--- src/rtl/bscan_pkg.sv ---
package bscan_pkg;

  typedef enum logic [1:0] {
    PAD_IN    = 2'd0,
    PAD_OUT   = 2'd1,
    PAD_TRI   = 2'd2,
    PAD_BIDIR = 2'd3
  } pad_kind_e;

  function automatic int wires_of(input logic [1:0] kind);
    case (kind)
      2'd0:    return 1;
      2'd1:    return 1;
      2'd2:    return 2;
      default: return 3;
    endcase
  endfunction

endpackage

--- src/rtl/bscan_cell.sv ---
module bscan_cell (
  input  logic clk,
  input  logic rst_n,
  input  logic capture_en,
  input  logic shift_en,
  input  logic update_en,
  input  logic ser_in,
  input  logic cap_val,
  output logic sr_q,
  output logic hold_q
);

  // shift stage: capture has priority over shift
  always_ff @(posedge clk or negedge rst_n) begin
    if (!rst_n)          sr_q <= 1'b0;
    else if (capture_en) sr_q <= cap_val;
    else if (shift_en)   sr_q <= ser_in;
  end

  // hold stage: takes the pre-edge shift value
  always_ff @(posedge clk or negedge rst_n) begin
    if (!rst_n)         hold_q <= 1'b0;
    else if (update_en) hold_q <= sr_q;
  end


  cap_load_chk: assert property (@(posedge clk) disable iff (!rst_n)
    capture_en |=> (sr_q == $past(cap_val)));


  shift_move_chk: assert property (@(posedge clk) disable iff (!rst_n)
    (shift_en && !capture_en) |=> (sr_q == $past(ser_in)));


  upd_copy_chk: assert property (@(posedge clk) disable iff (!rst_n)
    update_en |=> (hold_q == $past(sr_q)));


  hold_keep_chk: assert property (@(posedge clk) disable iff (!rst_n)
    !update_en |=> $stable(hold_q));


  idle_keep_chk: assert property (@(posedge clk) disable iff (!rst_n)
    (!capture_en && !shift_en) |=> $stable(sr_q));

endmodule

--- src/rtl/bscan_wire_tap.sv ---
module bscan_wire_tap #(
  parameter bit OBSERVE_PAD = 1'b1
) (
  input  logic clk,
  input  logic rst_n,
  input  logic test_mode,
  input  logic capture_en,
  input  logic shift_en,
  input  logic update_en,
  input  logic ser_in,
  output logic ser_out,
  input  logic src,
  output logic dst
);

  logic mid;
  logic obs_sr, obs_hold_unused;
  logic frc_sr, frc_hold;

  // observe cell captures the incoming wire; force cell recaptures its hold
  if (OBSERVE_PAD) begin : g_pad_obs
    bscan_cell u_obs (
      .clk(clk), .rst_n(rst_n), .capture_en(capture_en), .shift_en(shift_en),
      .update_en(update_en), .ser_in(ser_in), .cap_val(src),
      .sr_q(obs_sr), .hold_q(obs_hold_unused));
    bscan_cell u_frc (
      .clk(clk), .rst_n(rst_n), .capture_en(capture_en), .shift_en(shift_en),
      .update_en(update_en), .ser_in(mid), .cap_val(frc_hold),
      .sr_q(frc_sr), .hold_q(frc_hold));
    assign mid     = obs_sr;
    assign ser_out = frc_sr;
  end else begin : g_pad_frc
    bscan_cell u_frc (
      .clk(clk), .rst_n(rst_n), .capture_en(capture_en), .shift_en(shift_en),
      .update_en(update_en), .ser_in(ser_in), .cap_val(frc_hold),
      .sr_q(frc_sr), .hold_q(frc_hold));
    bscan_cell u_obs (
      .clk(clk), .rst_n(rst_n), .capture_en(capture_en), .shift_en(shift_en),
      .update_en(update_en), .ser_in(mid), .cap_val(src),
      .sr_q(obs_sr), .hold_q(obs_hold_unused));
    assign mid     = frc_sr;
    assign ser_out = obs_sr;
  end

  // destination-side multiplexer
  assign dst = test_mode ? frc_hold : src;


  frozen_dst_chk: assert property (@(posedge clk) disable iff (!rst_n)
    (test_mode && $past(test_mode) && !$past(update_en)) |-> $stable(dst));

endmodule

--- src/rtl/bscan_pad_tap.sv ---
module bscan_pad_tap
  import bscan_pkg::*;
#(
  parameter logic [1:0] KIND = 2'd3
) (
  input  logic clk,
  input  logic rst_n,
  input  logic test_mode,
  input  logic capture_en,
  input  logic shift_en,
  input  logic update_en,
  input  logic ser_in,
  output logic ser_out,
  input  logic core_o,
  input  logic core_oe,
  output logic core_i,
  input  logic pad_i,
  output logic pad_o,
  output logic pad_oe
);

  localparam int NW = wires_of(KIND);

  logic [NW:0] link;
  assign link[0] = ser_in;
  assign ser_out = link[NW];

  if (KIND == PAD_IN) begin : g_in
    logic unused_in;
    bscan_wire_tap #(.OBSERVE_PAD(1'b1)) u_i (
      .clk(clk), .rst_n(rst_n), .test_mode(test_mode), .capture_en(capture_en),
      .shift_en(shift_en), .update_en(update_en), .ser_in(link[0]),
      .ser_out(link[1]), .src(pad_i), .dst(core_i));
    assign pad_o     = 1'b0;
    assign pad_oe    = 1'b0;
    assign unused_in = core_o ^ core_oe;
  end else if (KIND == PAD_OUT) begin : g_out
    logic unused_out;
    bscan_wire_tap #(.OBSERVE_PAD(1'b0)) u_o (
      .clk(clk), .rst_n(rst_n), .test_mode(test_mode), .capture_en(capture_en),
      .shift_en(shift_en), .update_en(update_en), .ser_in(link[0]),
      .ser_out(link[1]), .src(core_o), .dst(pad_o));
    assign pad_oe     = 1'b1;
    assign core_i     = 1'b0;
    assign unused_out = pad_i ^ core_oe;
  end else if (KIND == PAD_TRI) begin : g_tri
    logic unused_tri;
    bscan_wire_tap #(.OBSERVE_PAD(1'b0)) u_o (
      .clk(clk), .rst_n(rst_n), .test_mode(test_mode), .capture_en(capture_en),
      .shift_en(shift_en), .update_en(update_en), .ser_in(link[0]),
      .ser_out(link[1]), .src(core_o), .dst(pad_o));
    bscan_wire_tap #(.OBSERVE_PAD(1'b0)) u_e (
      .clk(clk), .rst_n(rst_n), .test_mode(test_mode), .capture_en(capture_en),
      .shift_en(shift_en), .update_en(update_en), .ser_in(link[1]),
      .ser_out(link[2]), .src(core_oe), .dst(pad_oe));
    assign core_i     = 1'b0;
    assign unused_tri = pad_i;
  end else begin : g_bidir
    bscan_wire_tap #(.OBSERVE_PAD(1'b1)) u_i (
      .clk(clk), .rst_n(rst_n), .test_mode(test_mode), .capture_en(capture_en),
      .shift_en(shift_en), .update_en(update_en), .ser_in(link[0]),
      .ser_out(link[1]), .src(pad_i), .dst(core_i));
    bscan_wire_tap #(.OBSERVE_PAD(1'b0)) u_o (
      .clk(clk), .rst_n(rst_n), .test_mode(test_mode), .capture_en(capture_en),
      .shift_en(shift_en), .update_en(update_en), .ser_in(link[1]),
      .ser_out(link[2]), .src(core_o), .dst(pad_o));
    bscan_wire_tap #(.OBSERVE_PAD(1'b0)) u_e (
      .clk(clk), .rst_n(rst_n), .test_mode(test_mode), .capture_en(capture_en),
      .shift_en(shift_en), .update_en(update_en), .ser_in(link[2]),
      .ser_out(link[3]), .src(core_oe), .dst(pad_oe));
  end

endmodule

--- src/rtl/pad_bscan_chain.sv ---
module pad_bscan_chain
  import bscan_pkg::*;
#(
  parameter int                    NUM_PADS  = 4,
  parameter logic [2*NUM_PADS-1:0] PAD_TYPES = 8'hE4
) (
  input  logic                clk,
  input  logic                rst_n,
  input  logic                test_mode,
  input  logic                capture_en,
  input  logic                shift_en,
  input  logic                update_en,
  input  logic                scan_in,
  output logic                scan_out,
  input  logic [NUM_PADS-1:0] core_o,
  input  logic [NUM_PADS-1:0] core_oe,
  output logic [NUM_PADS-1:0] core_i,
  input  logic [NUM_PADS-1:0] pad_i,
  output logic [NUM_PADS-1:0] pad_o,
  output logic [NUM_PADS-1:0] pad_oe
);

  // wire count ahead of pad p; each wire holds two cells
  function automatic int wire_base(input int p);
    int acc = 0;
    for (int q = 0; q < p; q++) acc += wires_of(PAD_TYPES[2*q +: 2]);
    return acc;
  endfunction

  localparam int TOTAL_WIRES = wire_base(NUM_PADS);

  logic [TOTAL_WIRES:0] link;
  assign link[0]  = scan_in;
  assign scan_out = link[TOTAL_WIRES];

  for (genvar p = 0; p < NUM_PADS; p++) begin : g_pad
    localparam int LO = wire_base(p);
    localparam int HI = wire_base(p + 1);
    bscan_pad_tap #(.KIND(PAD_TYPES[2*p +: 2])) u_pad (
      .clk(clk), .rst_n(rst_n), .test_mode(test_mode),
      .capture_en(capture_en), .shift_en(shift_en), .update_en(update_en),
      .ser_in(link[LO]), .ser_out(link[HI]),
      .core_o(core_o[p]), .core_oe(core_oe[p]), .core_i(core_i[p]),
      .pad_i(pad_i[p]), .pad_o(pad_o[p]), .pad_oe(pad_oe[p]));
  end


  cap_beats_shift_chk: assert property (@(posedge clk) disable iff (!rst_n)
    (capture_en && shift_en && !update_en) |=> ($stable(pad_o) || !test_mode));

endmodule

--- config.mk ---
export PLATFORM = sky130hd
export DESIGN_NAME = pad_bscan_chain
export DESIGN_NICKNAME = d
export VERILOG_FILES = /design/src/rtl/bscan_pkg.sv /design/src/rtl/bscan_cell.sv /design/src/rtl/bscan_wire_tap.sv /design/src/rtl/bscan_pad_tap.sv /design/src/rtl/pad_bscan_chain.sv
export SDC_FILE = /design/constraint.sdc
export NUM_CORES = 1
export LEC_CHECK = 0
export CAP_MARGIN = 20
export CORE_ASPECT_RATIO = 0.75
export CORE_MARGIN = 2
export CORE_UTILIZATION = 50
export DETAILED_ROUTE_END_ITERATION = 10
export GPL_TIMING_DRIVEN = 0
export MAX_ROUTING_LAYER = met4
export PLACE_DENSITY = 0.84
export SYNTH_ARGS = -nofsm -noshare
export SYNTH_HDL_FRONTEND = slang
export SYNTH_SLANG_ARGS = --single-unit
--- constraint.sdc ---
create_clock -name clk -period 1.58 [get_ports clk]
set_input_delay 0.237 -clock clk [delete_from_list [all_inputs] [get_ports clk]]
set_output_delay 0.237 -clock clk [all_outputs]
set_load 0.01 [all_outputs]
**Word level (Yosys, flattened, before mapping)**

Index checks and enable logic that the tools add are counted.

- Add/subtract/negate cells: 0
- Multipliers: 0
- Divide/modulo/power cells: 0
- $lt $le $gt $ge: 0
- Eq/ne operators: 0
- Shift operators: 0
- Multiplexer cells: 35
- Bitwise operators: 0
- Reduce and logical (&&, ||, !) cells: 1

Operators by type and width:

| operator | count |
|---|---|
| 2-to-1 mux 1 bit | 35 |
| nonzero test 2 bit | 1 |

- Bits in registers: 21
- Latch bits: 0
- Memory bits (writable): 0
- Memory bits (read-only): 0
- Input port bits: 19
- Output and inout bits: 13
- Word-level logic and storage cells: 57
- Memories: 0

**Longest topological paths before layout**

- Depth after elaboration: 2
- Gate-level depth with buffers: 4
- Depth with buffers taken out: 2

**Hierarchy**

A second synthesis with hierarchy kept.

- Cell total of the unflattened synthesis: 100
- Area, all modules: 1,331.3 um2

Modules (own cells, without submodules):

| module | times used | cells an instance | area an instance (um2) | sequential area each (um2) |
|---|---|---|---|---|
| bscan_cell | 14 | 6 | 83.8 | 50.0 |
| bscan_wire_tap | 7 | 1 | 15.0 | 0.0 |
| bscan_pad_tap (g_pad[1].u_pad) | 1 | 4 | 22.5 | 0.0 |
| bscan_pad_tap (g_pad[0].u_pad) | 1 | 3 | 18.8 | 0.0 |
| bscan_pad_tap (g_pad[2].u_pad) | 1 | 2 | 11.3 | 0.0 |

**Least setup slack after synthesis**

OpenSTA, ideal clock, no wires.

- Path kind: input port to output port
- Start point: input port test_mode
- End point: output port core_i[0]
- Arrival time: 860 ps
- Data required time: 1,343 ps
- Slack: 483 ps
- Stages: 3
- Buffers on the path: 2
- Path through: buf_2 mux2_2 buf_4

- Cells in the longest elaborated chain, start to end: 1

RTL lines:

| what | RTL line | source |
|---|---|---|
| from (decl) | pad_bscan_chain.sv:9 | `input logic test_mode,` |
| 2-to-1 mux 1 bit | bscan_wire_tap.sv:46 | `assign dst = test_mode ? frc_hold : src;` |
| to (decl) | pad_bscan_chain.sv:17 | `output logic [NUM_PADS-1:0] core_i,` |

No other way between the ends.

**Worst setup path in the final report**

- Start point: register g_pad[2].u_pad.g_tri.u_o.g_pad_frc.u_frc.hold_q
- End point: output port pad_o[2]

- Cells in the longest elaborated chain, start to end: 1

RTL lines:

| what | RTL line | source |
|---|---|---|
| from (decl) | bscan_cell.sv:10 | `output logic hold_q` |
| from (signal assigned) | bscan_cell.sv:23 | `else if (update_en) hold_q <= sr_q;` |
| 2-to-1 mux 1 bit | bscan_wire_tap.sv:46 |  |
| to (decl) | pad_bscan_chain.sv:19 | `output logic [NUM_PADS-1:0] pad_o,` |

No other way between the ends.

==> results.json <==
{
  "rrSetupSlack_ns": 0.58,
  "synthCells": 98,
  "first_iter_violations": 23,
  "cts_inserted_buffers": 3,
  "cts_root_buf": "clkbuf_4",
  "yosys_warnings": 0,
  "place_congestion": 0.751,
  "min_path_cells": 2,
  "cp_max_fo": 2,
  "synth_cell_type_count": 11,
  "core_um2": 2050,
  "firstDrtPassIters": 4,
  "stdcell_count": 153,
  "busiest_layer": "met2",
  "path_clk_slew_ns": 0.11,
  "grt_pass1_wl_mm": 3.61,
  "final_nets": 149,
  "clkLatencyLatePin_ns": 0.30,
  "utilization": 0.662,
  "hold_viol": 0,
  "power_density_nw_per_um2": 1020,
  "syn_area_um2": 1100,
  "fillCellCount": 170,
  "dieHeight_um": 44.6,
  "grt-ovfl-total": 0,
  "slew_headroom": 0.390,
  "finalSetupViolations": 0,
  "rows": 14,
  "final_cell_area_um2": 1360,
  "final.setup.tns_ns": 0,
  "crit_start": "g_pad[2].u_pad.g_tri.u_o.g_pad_frc.u_frc.hold_q",
  "fin_ws_ns": 0.133,
  "pre_cts_slack_ns": -0.188,
  "synth_top_family_by_area": "multiplexers",
  "track_usage": 0.198,
  "r2r_cells": 3,
  "synthSimpleGateAreaFrac": 0.0478,
  "worst_path_most_repeated_cell": "buf_4",
  "critPathLaunchType": "register",
  "max_freq_mhz": 691,
  "layout_min_cycle_time_ns": 1.45,
  "dp_cells": 142,
  "synth-compound-area-share": 0.0637,
  "met2_usage": 0.298,
  "status": "finished clean",
  "hold_slack_ns": 0.233,
  "syn_to_final_growth_pct": 23.4,
  "drive_gt1_frac": 0.388,
  "drcViolationCount": 0,
  "syn_area_per_cell_um2": 11.2,
  "synthXorXnorAreaFrac": 0,
  "cp_data_arrival_time_ns": 1.21,
  "vias": 762,
  "use_met1": 0.271,
  "min_path_type": "primary input to register",
  "cp.required_ns": 1.34,
  "dieArea_um2": 2590,
  "worst_setup_path_end_kind": "primary output",
  "floorplan.initialDensity": 0.537,
  "viasPerCell": 4.98,
  "crit_end": "pad_o[2]",
  "synth-seq-cells": 21,
  "ant_nets": 0,
  "detailed_place.area_um2": 1310,
  "drv_cap": 0,
  "rsz0062_at_grt": "false",
  "worst_pin_slew_ns": 0.912,
  "use_met3": 0.0643,
  "antenna_found_initial": 0,
  "wl_mm": 2.09,
  "wire_per_inst_um": 13.7,
  "io_buffer_count": 17,
  "ctsHtreeMaxLevel": 1,
  "pin_count": 32,
  "period_share": 0.916,
  "grt_pass1_vias": 742,
  "synth_mux_area_frac": 0.271,
  "ir_drop_mv": 0.811,
  "power.total_mw": 1.39,
  "worst-setup-path-type": "register to primary output",
  "tritoncts": "yes",
  "cp_slowest_stage_delay_ns": 0.39,
  "seq_area_frac_synth": 0.478,
  "slew_violations": 0,
  "synth_fa_ha_area_frac": 0,
  "finalClockSkew_ns": 0.00765,
  "grt_start_max_net_pins": 22,
  "cts_sinks": 21,
  "p_leak_nw": 0.686,
  "path_cells": "mux2_2, buf_4, buf_4",
  "antennaDiodeCount": 0,
  "clockBufferDepth": 2,
  "slowest_stage": "dfrtp_1",
  "die_w_um": 58.2
}
## critical path, delay by kind of cell (launching register included)
family	cells	cell delay, ns
flops	1	0.39
mux	1	0.26
buf+inv	2	0.26
## routing by layer
metal,routed length (um),up-vias
met3,146,2
met2,973,28
li1,-,376
met5,0,-
met4,4,0
met1,970,356
## synth_stat cells (all sizes together)
master | count | area (um2)
mux2 | 14 | 158
dfrtp | 21 | 526
mux2i | 14 | 140
o21ai | 14 | 70.1
nand2 | 14 | 52.6
buf | 19 | 146
conb | 2 | 7.51
## worst min-delay path by stage
| stage | startpoint | end | slack (ns) |
|---|---|---|---|
| 3_3_place_gp | register | g_pad[3].u_pad.g_bidir.u_i.g_pad_obs.u_frc.sr_q | 0.48 |
| 5_1_grt | capture_en | g_pad[3].u_pad.g_bidir.u_o.g_pad_frc.u_frc.sr_q | 0.23 |
| 6_report | capture_en | g_pad[3].u_pad.g_bidir.u_o.g_pad_frc.u_frc.sr_q | 0.23 |
| 4_1_cts | capture_en | g_pad[3].u_pad.g_bidir.u_o.g_pad_frc.u_frc.sr_q | 0.23 |
| 3_5_place_dp | g_pad[1].u_pad.g_out.u_o.g_pad_frc.u_frc.hold_q | g_pad[1].u_pad.g_out.u_o.g_pad_frc.u_frc.sr_q | 0.49 |
| 2_1_floorplan | rst_n | g_pad[0].u_pad.g_in.u_i.g_pad_obs.u_frc.hold_q | -0.06 |
## final cells by class
| cell class | count | area (um2) | area share |
|---|---|---|---|
| timing repair buffer | 24 | 190 | 0.140 |
| buffer | 19 | 146 | 0.108 |
| clock buffer | 4 | 26.3 | 0.0194 |
| multi-input combinational | 61 | 439 | 0.324 |
| tap | 24 | 30.0 | 0.0221 |
| sequential | 21 | 526 | 0.387 |
## kinds of logic (layout without fill, tap and decap cells)
kind of cell | count (synthesis) | count (layout)
multiplexers | 28 | 28
AND/OR/NAND/NOR | 14 | 14
AO/OA/AOI/OAI | 14 | 14
flip-flops | 21 | 21
buffers and inverters | 19 | 47
other | 2 | 5
## cell usage in the layout, fill, tap and decap left out, drive strengths merged
master	netlist	final
mux2	14	14
clkdlybuf4s50	0	10
dfrtp	21	21
conb	2	5
nand2	14	14
buf	19	27
clkbuf	0	10
mux2i	14	14
o21ai	14	14
## timing repair
action,4_1_cts,5_1_grt
endpoints found under the setup margin,7,6
setup buffers,6,1
gates cloned,0,0
hold buffers,0,0
resized for setup,14,6
## power by group
group          leakage [nW]  internal (mW)  switching [mW]  total, mW
Sequential            0.266          0.638          0.0634      0.701
Clock                0.0150         0.0984           0.154      0.253
Combinational         0.405          0.263           0.168      0.431
Note: power is estimated with default switching activity, not from simulation.
